==> src/rtl/hit_pkg.sv <==
package hit_pkg;

  // Sensor bundle, bit order {w, v, u}
  typedef logic [2:0] hall_t;

  typedef enum logic [1:0] {
    STEP_NONE = 2'd0,
    STEP_FWD  = 2'd1,
    STEP_REV  = 2'd2
  } step_e;

  localparam logic [2:0] POS_BAD = 3'd7;

  // Position of a sensor state along the forward rotation order
  function automatic logic [2:0] seq_pos(input hall_t h, input logic three);
    logic [2:0] p;
    if (three) begin
      case (h)
        3'b001:  p = 3'd0;
        3'b011:  p = 3'd1;
        3'b010:  p = 3'd2;
        3'b110:  p = 3'd3;
        3'b100:  p = 3'd4;
        3'b101:  p = 3'd5;
        default: p = POS_BAD;
      endcase
    end else begin
      case (h[1:0])
        2'b00:   p = 3'd0;
        2'b01:   p = 3'd1;
        2'b11:   p = 3'd2;
        default: p = 3'd3;
      endcase
    end
    return p;
  endfunction

  function automatic step_e classify(input hall_t prev, input hall_t cur, input logic three);
    logic [2:0] pp, cp, last, pn, cn;
    step_e r;
    pp   = seq_pos(prev, three);
    cp   = seq_pos(cur, three);
    last = three ? 3'd5 : 3'd3;
    pn   = (pp == last) ? 3'd0 : pp + 3'd1;
    cn   = (cp == last) ? 3'd0 : cp + 3'd1;
    if (pp == POS_BAD || cp == POS_BAD) r = STEP_NONE;
    else if (cp == pn)                  r = STEP_FWD;
    else if (pp == cn)                  r = STEP_REV;
    else                                r = STEP_NONE;
    return r;
  endfunction

endpackage

==> src/rtl/hit_hall_front.sv <==
module hit_hall_front
  import hit_pkg::*;
#(
  parameter int SYNC_STAGES = 2
) (
  input  logic  clk,
  input  logic  rst_n,
  input  logic  run_en,
  input  logic  three_phase,
  input  hall_t hall_i,
  output logic  edge_o,
  output logic  dir_cw_o
);

  localparam int LAST = SYNC_STAGES - 1;

  hall_t stage_q [SYNC_STAGES];
  hall_t prev_q;
  hall_t cur;
  hall_t mask;
  logic  dir_q;
  step_e step;

  genvar g;
  for (g = 0; g < SYNC_STAGES; g++) begin : g_sync
    if (g == 0) begin : g_first
      always_ff @(posedge clk or negedge rst_n) begin
        if (!rst_n) stage_q[g] <= '0;
        else        stage_q[g] <= hall_i;
      end
    end else begin : g_rest
      always_ff @(posedge clk or negedge rst_n) begin
        if (!rst_n) stage_q[g] <= '0;
        else        stage_q[g] <= stage_q[g-1];
      end
    end
  end

  assign cur  = stage_q[LAST];
  assign mask = three_phase ? 3'b111 : 3'b011;

  // prev tracks always, so re-enabling never sees a stale difference
  always_ff @(posedge clk or negedge rst_n) begin
    if (!rst_n) prev_q <= '0;
    else        prev_q <= cur;
  end

  assign edge_o = run_en && (((cur ^ prev_q) & mask) != 3'b000);
  assign step   = classify(prev_q, cur, three_phase);

  always_ff @(posedge clk or negedge rst_n) begin
    if (!rst_n)       dir_q <= 1'b0;
    else if (!run_en) dir_q <= 1'b0;
    else if (edge_o) begin
      case (step)
        STEP_FWD: dir_q <= 1'b1;
        STEP_REV: dir_q <= 1'b0;
        default:  dir_q <= dir_q;
      endcase
    end
  end

  assign dir_cw_o = dir_q;

  assert_dir_idle_R9: assert property (@(posedge clk) disable iff (!rst_n)
    !run_en |=> !dir_cw_o);

  assert_dir_moves_on_edge_R8: assert property (@(posedge clk) disable iff (!rst_n)
    (run_en && !edge_o) |=> $stable(dir_cw_o));

endmodule

==> src/rtl/hit_interval_ctr.sv <==
module hit_interval_ctr #(
  parameter int CNT_W = 24
) (
  input  logic             clk,
  input  logic             rst_n,
  input  logic             run_en,
  input  logic             edge_i,
  input  logic             sw_clr,
  input  logic             cmp_en,
  input  logic [CNT_W-1:0] cmp_val,
  output logic [CNT_W-1:0] count_o,
  output logic [CNT_W-1:0] capture_o,
  output logic             irq_o
);

  localparam logic [CNT_W-1:0] ONE = CNT_W'(1);

  logic [CNT_W-1:0] cnt_q;
  logic [CNT_W-1:0] cap_q;
  logic             irq_q;
  logic             hit;

  assign hit = run_en && cmp_en && (cnt_q == cmp_val);

  always_ff @(posedge clk or negedge rst_n) begin
    if (!rst_n) begin
      cnt_q <= '0;
      cap_q <= '0;
      irq_q <= 1'b0;
    end else begin
      irq_q <= hit;
      if (!run_en) begin
        cnt_q <= '0;
        cap_q <= '0;
      end else begin
        if (edge_i) cap_q <= cnt_q;
        if (edge_i || sw_clr) cnt_q <= '0;
        else                  cnt_q <= cnt_q + ONE;
      end
    end
  end

  assign count_o   = cnt_q;
  assign capture_o = cap_q;
  assign irq_o     = irq_q;

  assert_count_step_R3: assert property (@(posedge clk) disable iff (!rst_n)
    (run_en && !edge_i && !sw_clr) |=> (count_o == $past(count_o) + ONE));

  assert_restart_R6: assert property (@(posedge clk) disable iff (!rst_n)
    (run_en && (edge_i || sw_clr)) |=> (count_o == '0));

  assert_capture_R4: assert property (@(posedge clk) disable iff (!rst_n)
    (run_en && edge_i) |=> (capture_o == $past(count_o)));

  assert_idle_clear_R9: assert property (@(posedge clk) disable iff (!rst_n)
    !run_en |=> (count_o == '0 && capture_o == '0));

  assert_irq_gated_R7: assert property (@(posedge clk) disable iff (!rst_n)
    irq_o |-> $past(cmp_en && run_en));

endmodule

==> src/rtl/hit_pulse_div.sv <==
module hit_pulse_div #(
  parameter int DIV_W = 8
) (
  input  logic             clk,
  input  logic             rst_n,
  input  logic             run_en,
  input  logic             edge_i,
  input  logic [DIV_W-1:0] factor,
  output logic             pulse_o
);

  logic [DIV_W-1:0] dcnt_q;
  logic             tog_q;

  always_ff @(posedge clk or negedge rst_n) begin
    if (!rst_n) begin
      dcnt_q <= '0;
      tog_q  <= 1'b0;
    end else if (!run_en) begin
      dcnt_q <= '0;
      tog_q  <= 1'b0;
    end else if (edge_i) begin
      if (dcnt_q >= factor) begin
        dcnt_q <= '0;
        tog_q  <= ~tog_q;
      end else begin
        dcnt_q <= dcnt_q + DIV_W'(1);
      end
    end
  end

  assign pulse_o = tog_q;

  assert_toggle_cause_R10: assert property (@(posedge clk) disable iff (!rst_n)
    !$stable(pulse_o) |-> ($past(edge_i) || !$past(run_en)));

endmodule

==> src/rtl/hall_interval_timer.sv <==
module hall_interval_timer
  import hit_pkg::*;
#(
  parameter int CNT_W       = 24,
  parameter int DIV_W       = 8,
  parameter int SYNC_STAGES = 2
) (
  input  logic             clk,
  input  logic             rst_n,
  input  logic             run_en,
  input  logic             three_phase,
  input  logic             cmp_en,
  input  logic [CNT_W-1:0] cmp_val,
  input  logic             sw_clr,
  input  logic [DIV_W-1:0] div_factor,
  input  logic             hall_u,
  input  logic             hall_v,
  input  logic             hall_w,
  output logic             edge_pulse,
  output logic             dir_cw,
  output logic [CNT_W-1:0] count,
  output logic [CNT_W-1:0] capture,
  output logic             cmp_irq,
  output logic             pulse_out
);

  hall_t hall_bus;
  logic  edge_s;

  assign hall_bus = {hall_w, hall_v, hall_u};

  hit_hall_front #(.SYNC_STAGES(SYNC_STAGES)) u_front (
    .clk        (clk),
    .rst_n      (rst_n),
    .run_en     (run_en),
    .three_phase(three_phase),
    .hall_i     (hall_bus),
    .edge_o     (edge_s),
    .dir_cw_o   (dir_cw)
  );

  hit_interval_ctr #(.CNT_W(CNT_W)) u_ctr (
    .clk      (clk),
    .rst_n    (rst_n),
    .run_en   (run_en),
    .edge_i   (edge_s),
    .sw_clr   (sw_clr),
    .cmp_en   (cmp_en),
    .cmp_val  (cmp_val),
    .count_o  (count),
    .capture_o(capture),
    .irq_o    (cmp_irq)
  );

  hit_pulse_div #(.DIV_W(DIV_W)) u_div (
    .clk    (clk),
    .rst_n  (rst_n),
    .run_en (run_en),
    .edge_i (edge_s),
    .factor (div_factor),
    .pulse_o(pulse_out)
  );

  assign edge_pulse = edge_s;

  assert_no_idle_edge_R9: assert property (@(posedge clk) disable iff (!rst_n)
    !run_en |=> !cmp_irq);

endmodule

==> config.mk <==
export PLATFORM = sky130hd
export DESIGN_NAME = hall_interval_timer
export DESIGN_NICKNAME = d
export VERILOG_FILES = /design/src/rtl/hit_pkg.sv /design/src/rtl/hit_hall_front.sv /design/src/rtl/hit_interval_ctr.sv /design/src/rtl/hit_pulse_div.sv /design/src/rtl/hall_interval_timer.sv
export SDC_FILE = /design/constraint.sdc
export NUM_CORES = 1
export LEC_CHECK = 0
export BUFFER_PORTS_ARGS = -buffer_cell sky130_fd_sc_hd__clkbuf_2
export CAP_MARGIN = 20
export CORE_UTILIZATION = 60
export CTS_BUF_LIST = sky130_fd_sc_hd__clkbuf_4 sky130_fd_sc_hd__clkbuf_8
export DETAILED_ROUTE_END_ITERATION = 8
export PLACE_DENSITY = 0.88
export SETUP_SLACK_MARGIN = 0.3
export SYNTH_ARGS = -nofsm -noshare
export SYNTH_HDL_FRONTEND = slang
export SYNTH_SLANG_ARGS = --single-unit
==> constraint.sdc <==
create_clock -name clk -period 5.3 [get_ports clk]
set_input_delay 0.795 -clock clk [delete_from_list [all_inputs] [get_ports clk]]
set_output_delay 0.795 -clock clk [all_outputs]
set_load 0.01 [all_outputs]
---- After elaboration in Yosys (flattened, before gate mapping) ----
Index checks and enable logic that the tools add are counted.
cells by class
  bitwise logic cells ..................... 3
  muxes and demuxes ....................... 26
  equal/unequal tests ..................... 28
  $add $sub $neg .......................... 4
  $lt $le $gt $ge ......................... 1
  reductions and logical operators ........ 10
operators by type and width
  cell                     count
  $mux W24                 4
  $pmux W3 S6              2
  $add A24 B1 Y24 const B  1
  $eq A24 B24 Y1           1
  $eq A3 B3 Y1 const B     8
  $mux W8                  3
  $mux W3                  6
  $eq A3 B2 Y1 const B     4
  $eq A3 B3 Y1             4
  $pmux W2 S3              2
  $add A8 B1 Y8 const B    1
  $ge A8 B8 Y1             1
  $add A3 B1 Y3 const B    2
  $eq A2 B1 Y1 const B     3
  $eq A2 B2 Y1 const B     3
  $eq A3 B1 Y1 const B     2
  $mux W2                  3
  $mux W1                  5
  $logic_not A2 Y1         2
  $ne A2 B1 Y1 const B     2
  $reduce_and A2 Y1        2
  $and A3 B3 Y3            1
  $logic_and A1 B1 Y1      3
  $ne A3 B1 Y1 const B     1
  5 further kinds          6
storage, ports and cells
  input bits .............................. 41
  word-level logic and storage cells ...... 81
  output and inout bits ................... 52
  register bits ........................... 68

---- Longest topological paths before layout ----
  depth in word-level cells ............... 13
  depth in mapped cells ................... 14
  mapped depth without buffers ............ 13

---- Modules after synthesis ----
From an unflattened synthesis, not the netlist that was laid out.
second synthesis, totals
  cell total of the unflattened synthesis .. 422
  area, all modules ....................... 4126.5 um2
modules (own cells, without submodules)
  module            sequential area each (um2)  cells each  instances  area each (um2)
  hit_interval_ctr  1226.2                      250         1          2588.7
  hit_hall_front    250.2                       88          1          832.0
  hit_pulse_div     225.2                       84          1          705.7

---- Least setup slack after synthesis ----
OpenSTA, ideal clock, no wires.
  kind .................................... input to register
  start point ............................. input three_phase
  end point ............................... register u_front.dir_q (netlist: u_front.dir_cw_o)
  cell stages on the path ................. 9
  path buffers ............................ 1
  slack ................................... 2427 ps
  required time ........................... 5230 ps
  data arrival time ....................... 2804 ps
  setup time .............................. 70 ps
  cell sequence ........................... clkbuf_1 -> nand3_1 -> and3_1 -> ha_1 -> ha_1 -> or4b_2 -> a21oi_1 -> o2111ai_1 -> nand3b_1
on the way
  cells in the longest elaborated chain, start to end .. 11
  elaborated cells between the ends (all ways) .. 29
  those cells by class .................... add/sub: 2; eq/ne: 10; mux: 12; bitwise: 1; reduce/logical: 4
ends and longest elaborated chain
  element                                               RTL line                      text
  start: declaration                                    hall_interval_timer.sv:11     input logic three_phase,
  $mux W3 (on tied branches)                            hit_pkg.sv:17, hit_pkg.sv:43
  $add A3 B1 Y3 / $eq A3 B3 Y1 (equally long branches)  hit_pkg.sv:45                 cn = (cp == last) ? 3'd0 : cp + 3'd1;
  $mux W3                                               hit_pkg.sv:45
  $eq A3 B3 Y1                                          hit_pkg.sv:48                 else if (pp == cn) r = STEP_REV;
  $mux W2                                               hit_pkg.sv:48
  $mux W2                                               hit_pkg.sv:47                 else if (cp == pn) r = STEP_FWD;
  $mux W2                                               hit_pkg.sv:46                 if (pp == POS_BAD || cp == POS_BAD) r = STEP_NONE;
  $eq A2 B2 Y1 / $eq A2 B1 Y1 (equally long branches)   hit_hall_front.sv:55          case (step)
  $pmux W1 S2                                           hit_hall_front.sv:55
  $mux W1                                               hit_hall_front.sv:54          else if (edge_o) begin
  $mux W1                                               hit_hall_front.sv:53          else if (!run_en) dir_q <= 1'b0;
  end signal: assignment                                hit_hall_front.sv:58          default: dir_q <= dir_q;
  end: declaration                                      hit_hall_front.sv:21          logic dir_q;
Several ways; a longest one is shown, not always the timed one. The select of a mux whose other input is x is not followed.
A chain may end at the register's enable or synchronous reset.

---- Worst setup path after layout ----
  start point ............................. register u_front.prev_q[0]
  end point ............................... register u_front.dir_q (netlist: u_front.dir_cw_o)
on the way
  cells in the longest elaborated chain, start to end .. 12
  elaborated cells between the ends (all ways) .. 34
  those cells by class .................... add/sub: 1; eq/ne: 16; mux: 10; bitwise: 2; reduce/logical: 5
ends and longest elaborated chain
  element                                               RTL line                      text
  start: declaration                                    hit_hall_front.sv:18          hall_t prev_q;
  start signal: assignment                              hit_hall_front.sv:45          else prev_q <= cur;
  $eq A3 B3 Y1, or another cell as far along            hit_pkg.sv:18                 case (h)
  $pmux W3 S6 / $pmux W2 S3 (equally long branches)     hit_pkg.sv:18, hit_pkg.sv:28
  $mux W3                                               hit_pkg.sv:17                 if (three) begin
  $add A3 B1 Y3 / $eq A3 B3 Y1 (equally long branches)  hit_pkg.sv:44                 pn = (pp == last) ? 3'd0 : pp + 3'd1;
  $mux W3                                               hit_pkg.sv:44
  $eq A3 B3 Y1                                          hit_pkg.sv:47
  $mux W2                                               hit_pkg.sv:47
  $mux W2                                               hit_pkg.sv:46
  $eq A2 B2 Y1 / $eq A2 B1 Y1 (equally long branches)   hit_hall_front.sv:55
  $pmux W1 S2                                           hit_hall_front.sv:55
  $mux W1                                               hit_hall_front.sv:54
  $mux W1                                               hit_hall_front.sv:53
Several ways; a longest one is shown, not always the timed one. The select of a mux whose other input is x is not followed.

==> impl_metrics.py <==
metrics = {
    "status": {
        "status": "complete, no violations",
    },
    "synth": {
        "ys_warn_count": 0,
        "yosys.area.top_type": "dfrtp_1",
        "avgSynthCellArea_um2": 9.63,
        "synth_area_um2": 3950,
        "netlist.area_leader.share_pct": 43.1,
        "ys_ff_latch": 68,
        "synthCells": 410,
        "synth_cell_type_count": 45,
        "yosys-top-cells-area": "dfrtp_1, ha_1, mux2i_1",
        "ys_seq_area_share_pct": 43.1,
        "syn-num-nets": 473,
    },
    "timing": {
        "finalMaxSlewViolations": 0,
        "fmax_mhz": 337,
        "skew_ps": 7.16,
        "period_minus_slack_ps": 2970,
        "whs_ps": 351,
        "rsz0062_at_grt": "no",
        "fin_setup_tns_ps": 0,
        "finalHoldViolations": 0,
        "tightest_slew_ps": 869,
        "setup_violations": 0,
        "maxSlewHeadroom_pct": 42.0,
        "post-route-period-util_pct": 56.0,
    },
    "hold_path": {
        "hp-class": "reg2reg",
        "worstHoldStart": "u_front.stage_q[3]",
        "whs_path_depth": 0,
        "hold_path_end": "u_front.cur[0]",
    },
    "cells_and_area": {
        "diodes": 0,
        "fin_nets": 557,
        "design_area_um2": 4640,
        "post-route-util_pct": 73.0,
        "regArea_um2": 1700,
        "layout_commonest_cell": "clkbuf_2",
        "fill_cells": 447,
        "instances_no_fill": 576,
        "drive_gt1_share_pct": 23.0,
        "syn2layout_area_growth_pct": 17.5,
        "multi_input_area_um2": 2070,
        "layout_common_cells": "clkbuf_2, dfrtp_1, nor2_1",
    },
    "placement": {
        "dpl.hpwl_um": 6100,
        "gp_congestion": 0.857,
        "place_area_um2": 4440,
        "io_buffers": 92,
        "dp_cells": 560,
    },
    "global_routing": {
        "grt_pass1_wl_um": 14600,
        "grt_usage_pct": 26.4,
        "antenna_found_initial": 0,
        "overflow": 0,
        "grt_max_degree": 69,
        "grt_pass1_vias": 3134,
    },
    "power_and_ir_drop": {
        "power_density_nw_per_um2": 240,
        "leakage_nw": 2.20,
        "ir_worst_vdd_mv": 0.161,
    },
    "floorplan": {
        "die_h_um": 83.1,
        "core-area_um2": 6350,
        "die_x_um": 83.1,
        "dieArea_um2": 6910,
        "num_rows": 29,
        "initial_core_util_pct": 62.2,
        "ios": 93,
    },
    "setup_path": {
        "crit_arrival_ps": 3240,
        "cp-startpoint": "u_front.prev_q[0]",
        "cp.required_ps": 5580,
        "reg2regPathDepth": 11,
        "worstReg2RegEnd": "u_front.dir_cw_o",
        "ff2ff_setup_slack_ps": 2330,
        "end_kind": "register",
        "cp_max_fo": 7,
        "startpoint_type": "register",
        "critPathKind": "reg2reg",
        "r2r-start": "u_front.prev_q[0]",
    },
    "clock_tree": {
        "cts-resized-gates": 0,
        "cts_tree": "yes",
        "cts.path.max_buffers": 2,
        "h-tree-depth": 3,
        "cts_made_buffers": 9,
        "ctsHoldBuffers": 0,
        "cts.sinks": 68,
        "root_buffer": "clkbuf_8",
        "clk_pin_slew_ps": 70,
        "insertion_delay_ps": 340,
        "postCtsSetupBuffers": 0,
    },
    "route": {
        "first_pass_iters": 4,
        "viasPerCell": 5.69,
        "vias": 3275,
        "dr.first_iter.drc_count": 196,
        "drtAntennaViolNets": 0,
        "drc": 0,
        "routedWlPerCell_um": 15.0,
        "drt_wl_total_um": 8650,
    },
    "job": {
        "max_cap_viol_count": 0,
    },
}
## worst max-delay path by stage
stage,cells past startpoint,end,slack (ps)
floorplan,9,u_front.dir_cw_o,2430
global placement,9,u_front.dir_cw_o,2230
detailed placement,9,u_front.dir_cw_o,2160
CTS,11,u_front.dir_cw_o,2330
global route,11,u_front.dir_cw_o,2180
finish,11,u_front.dir_cw_o,2330
## Yosys cell counts (all sizes together)
master,number
nor4b,1
o21a,3
a21o,2
o21ai,8
and3,5
o31ai,1
o32ai,2
o311a,1
a21oi,17
buf,9
nor2b,33
and4,2
or4b,1
xnor2,24
nor3b,1
nand3,14
nor2,40
nand2,21
a32oi,1
mux2i,22
nand3b,2
a31oi,1
or2,1
dfrtp,68
ha,22
inv,24
nand2b,1
o221ai,2
nor4,4
o311ai,1
a211oi,3
xor2,24
o2111ai,2
nor3,8
o211ai,5
a21boi,3
a221o,1
clkbuf,12
nand4,11
or3,7
## state kept, by name, indices dropped and copies added, names as in the netlist
register	cells
u_ctr.capture_o	24
u_ctr.count_o	24
u_ctr.irq_o	1
u_div.dcnt_q	8
u_div.pulse_o	1
u_front.cur	3
u_front.dir_cw_o	1
u_front.prev_q	3
u_front.stage_q	3
## where the power goes
| part | internal (mW) | switching [mW] |
|---|---|---|
| Clock | 0.229 | 0.199 |
| Combinational | 0.0632 | 0.0804 |
| Sequential | 0.528 | 0.0130 |
| Total | 0.820 | 0.293 |
## metal layers
metal  track usage, %  vias to the layer above  share of wire (%)
li1                 -                     1565                  -
met5                0                        -                  0
met3             6.16                       11                5.7
met4             10.0                        0                1.3
met1             35.4                     1584                 45
met2             41.7                      115                 48
## stage by stage
| step | setup slack [ps] | total power [mW] |
|---|---|---|
| global route | 2180 | 1.16 |
| CTS | 2330 | 1.12 |
| finish | 2330 | 1.11 |
| global placement | 2230 | 0.689 |
| detailed placement | 2160 | 0.695 |
| floorplan | 2430 | 0.643 |
## cell families after synthesis
kind of cell / Yosys count / share of synthesized area [%]
and+or+nand+nor: 152 / 20.2
AOI/OAI and AO/OA: 53 / 8.84
DFF: 68 / 43.1
adders and majority gates: 22 / 6.97
xor gates and xnor gates: 48 / 10.6
muxes: 22 / 5.58
buffers and inverters: 45 / 4.69
## critical path: stages, from the launching register on
cell,delay (ps)
dfrtp_1,470
inv_1,110
ha_1,230
a211oi_1,220
nand3_1,100
and3_1,210
ha_1,190
ha_1,310
or4b_2,670
a21oi_1,170
o2111ai_1,130
nand3b_1,110
## area by class of cell
| cell class | instances | share of cell area [%] |
|---|---|---|
| inverter | 24 | 1.94 |
| sequential | 68 | 36.7 |
| tap | 77 | 2.08 |
| multi-input combinational | 297 | 44.7 |
| clock buffer | 10 | 2.97 |
| timing repair buffer | 94 | 10.3 |
| clock inverter | 6 | 1.38 |
Power figures use the tool's default switching activity.
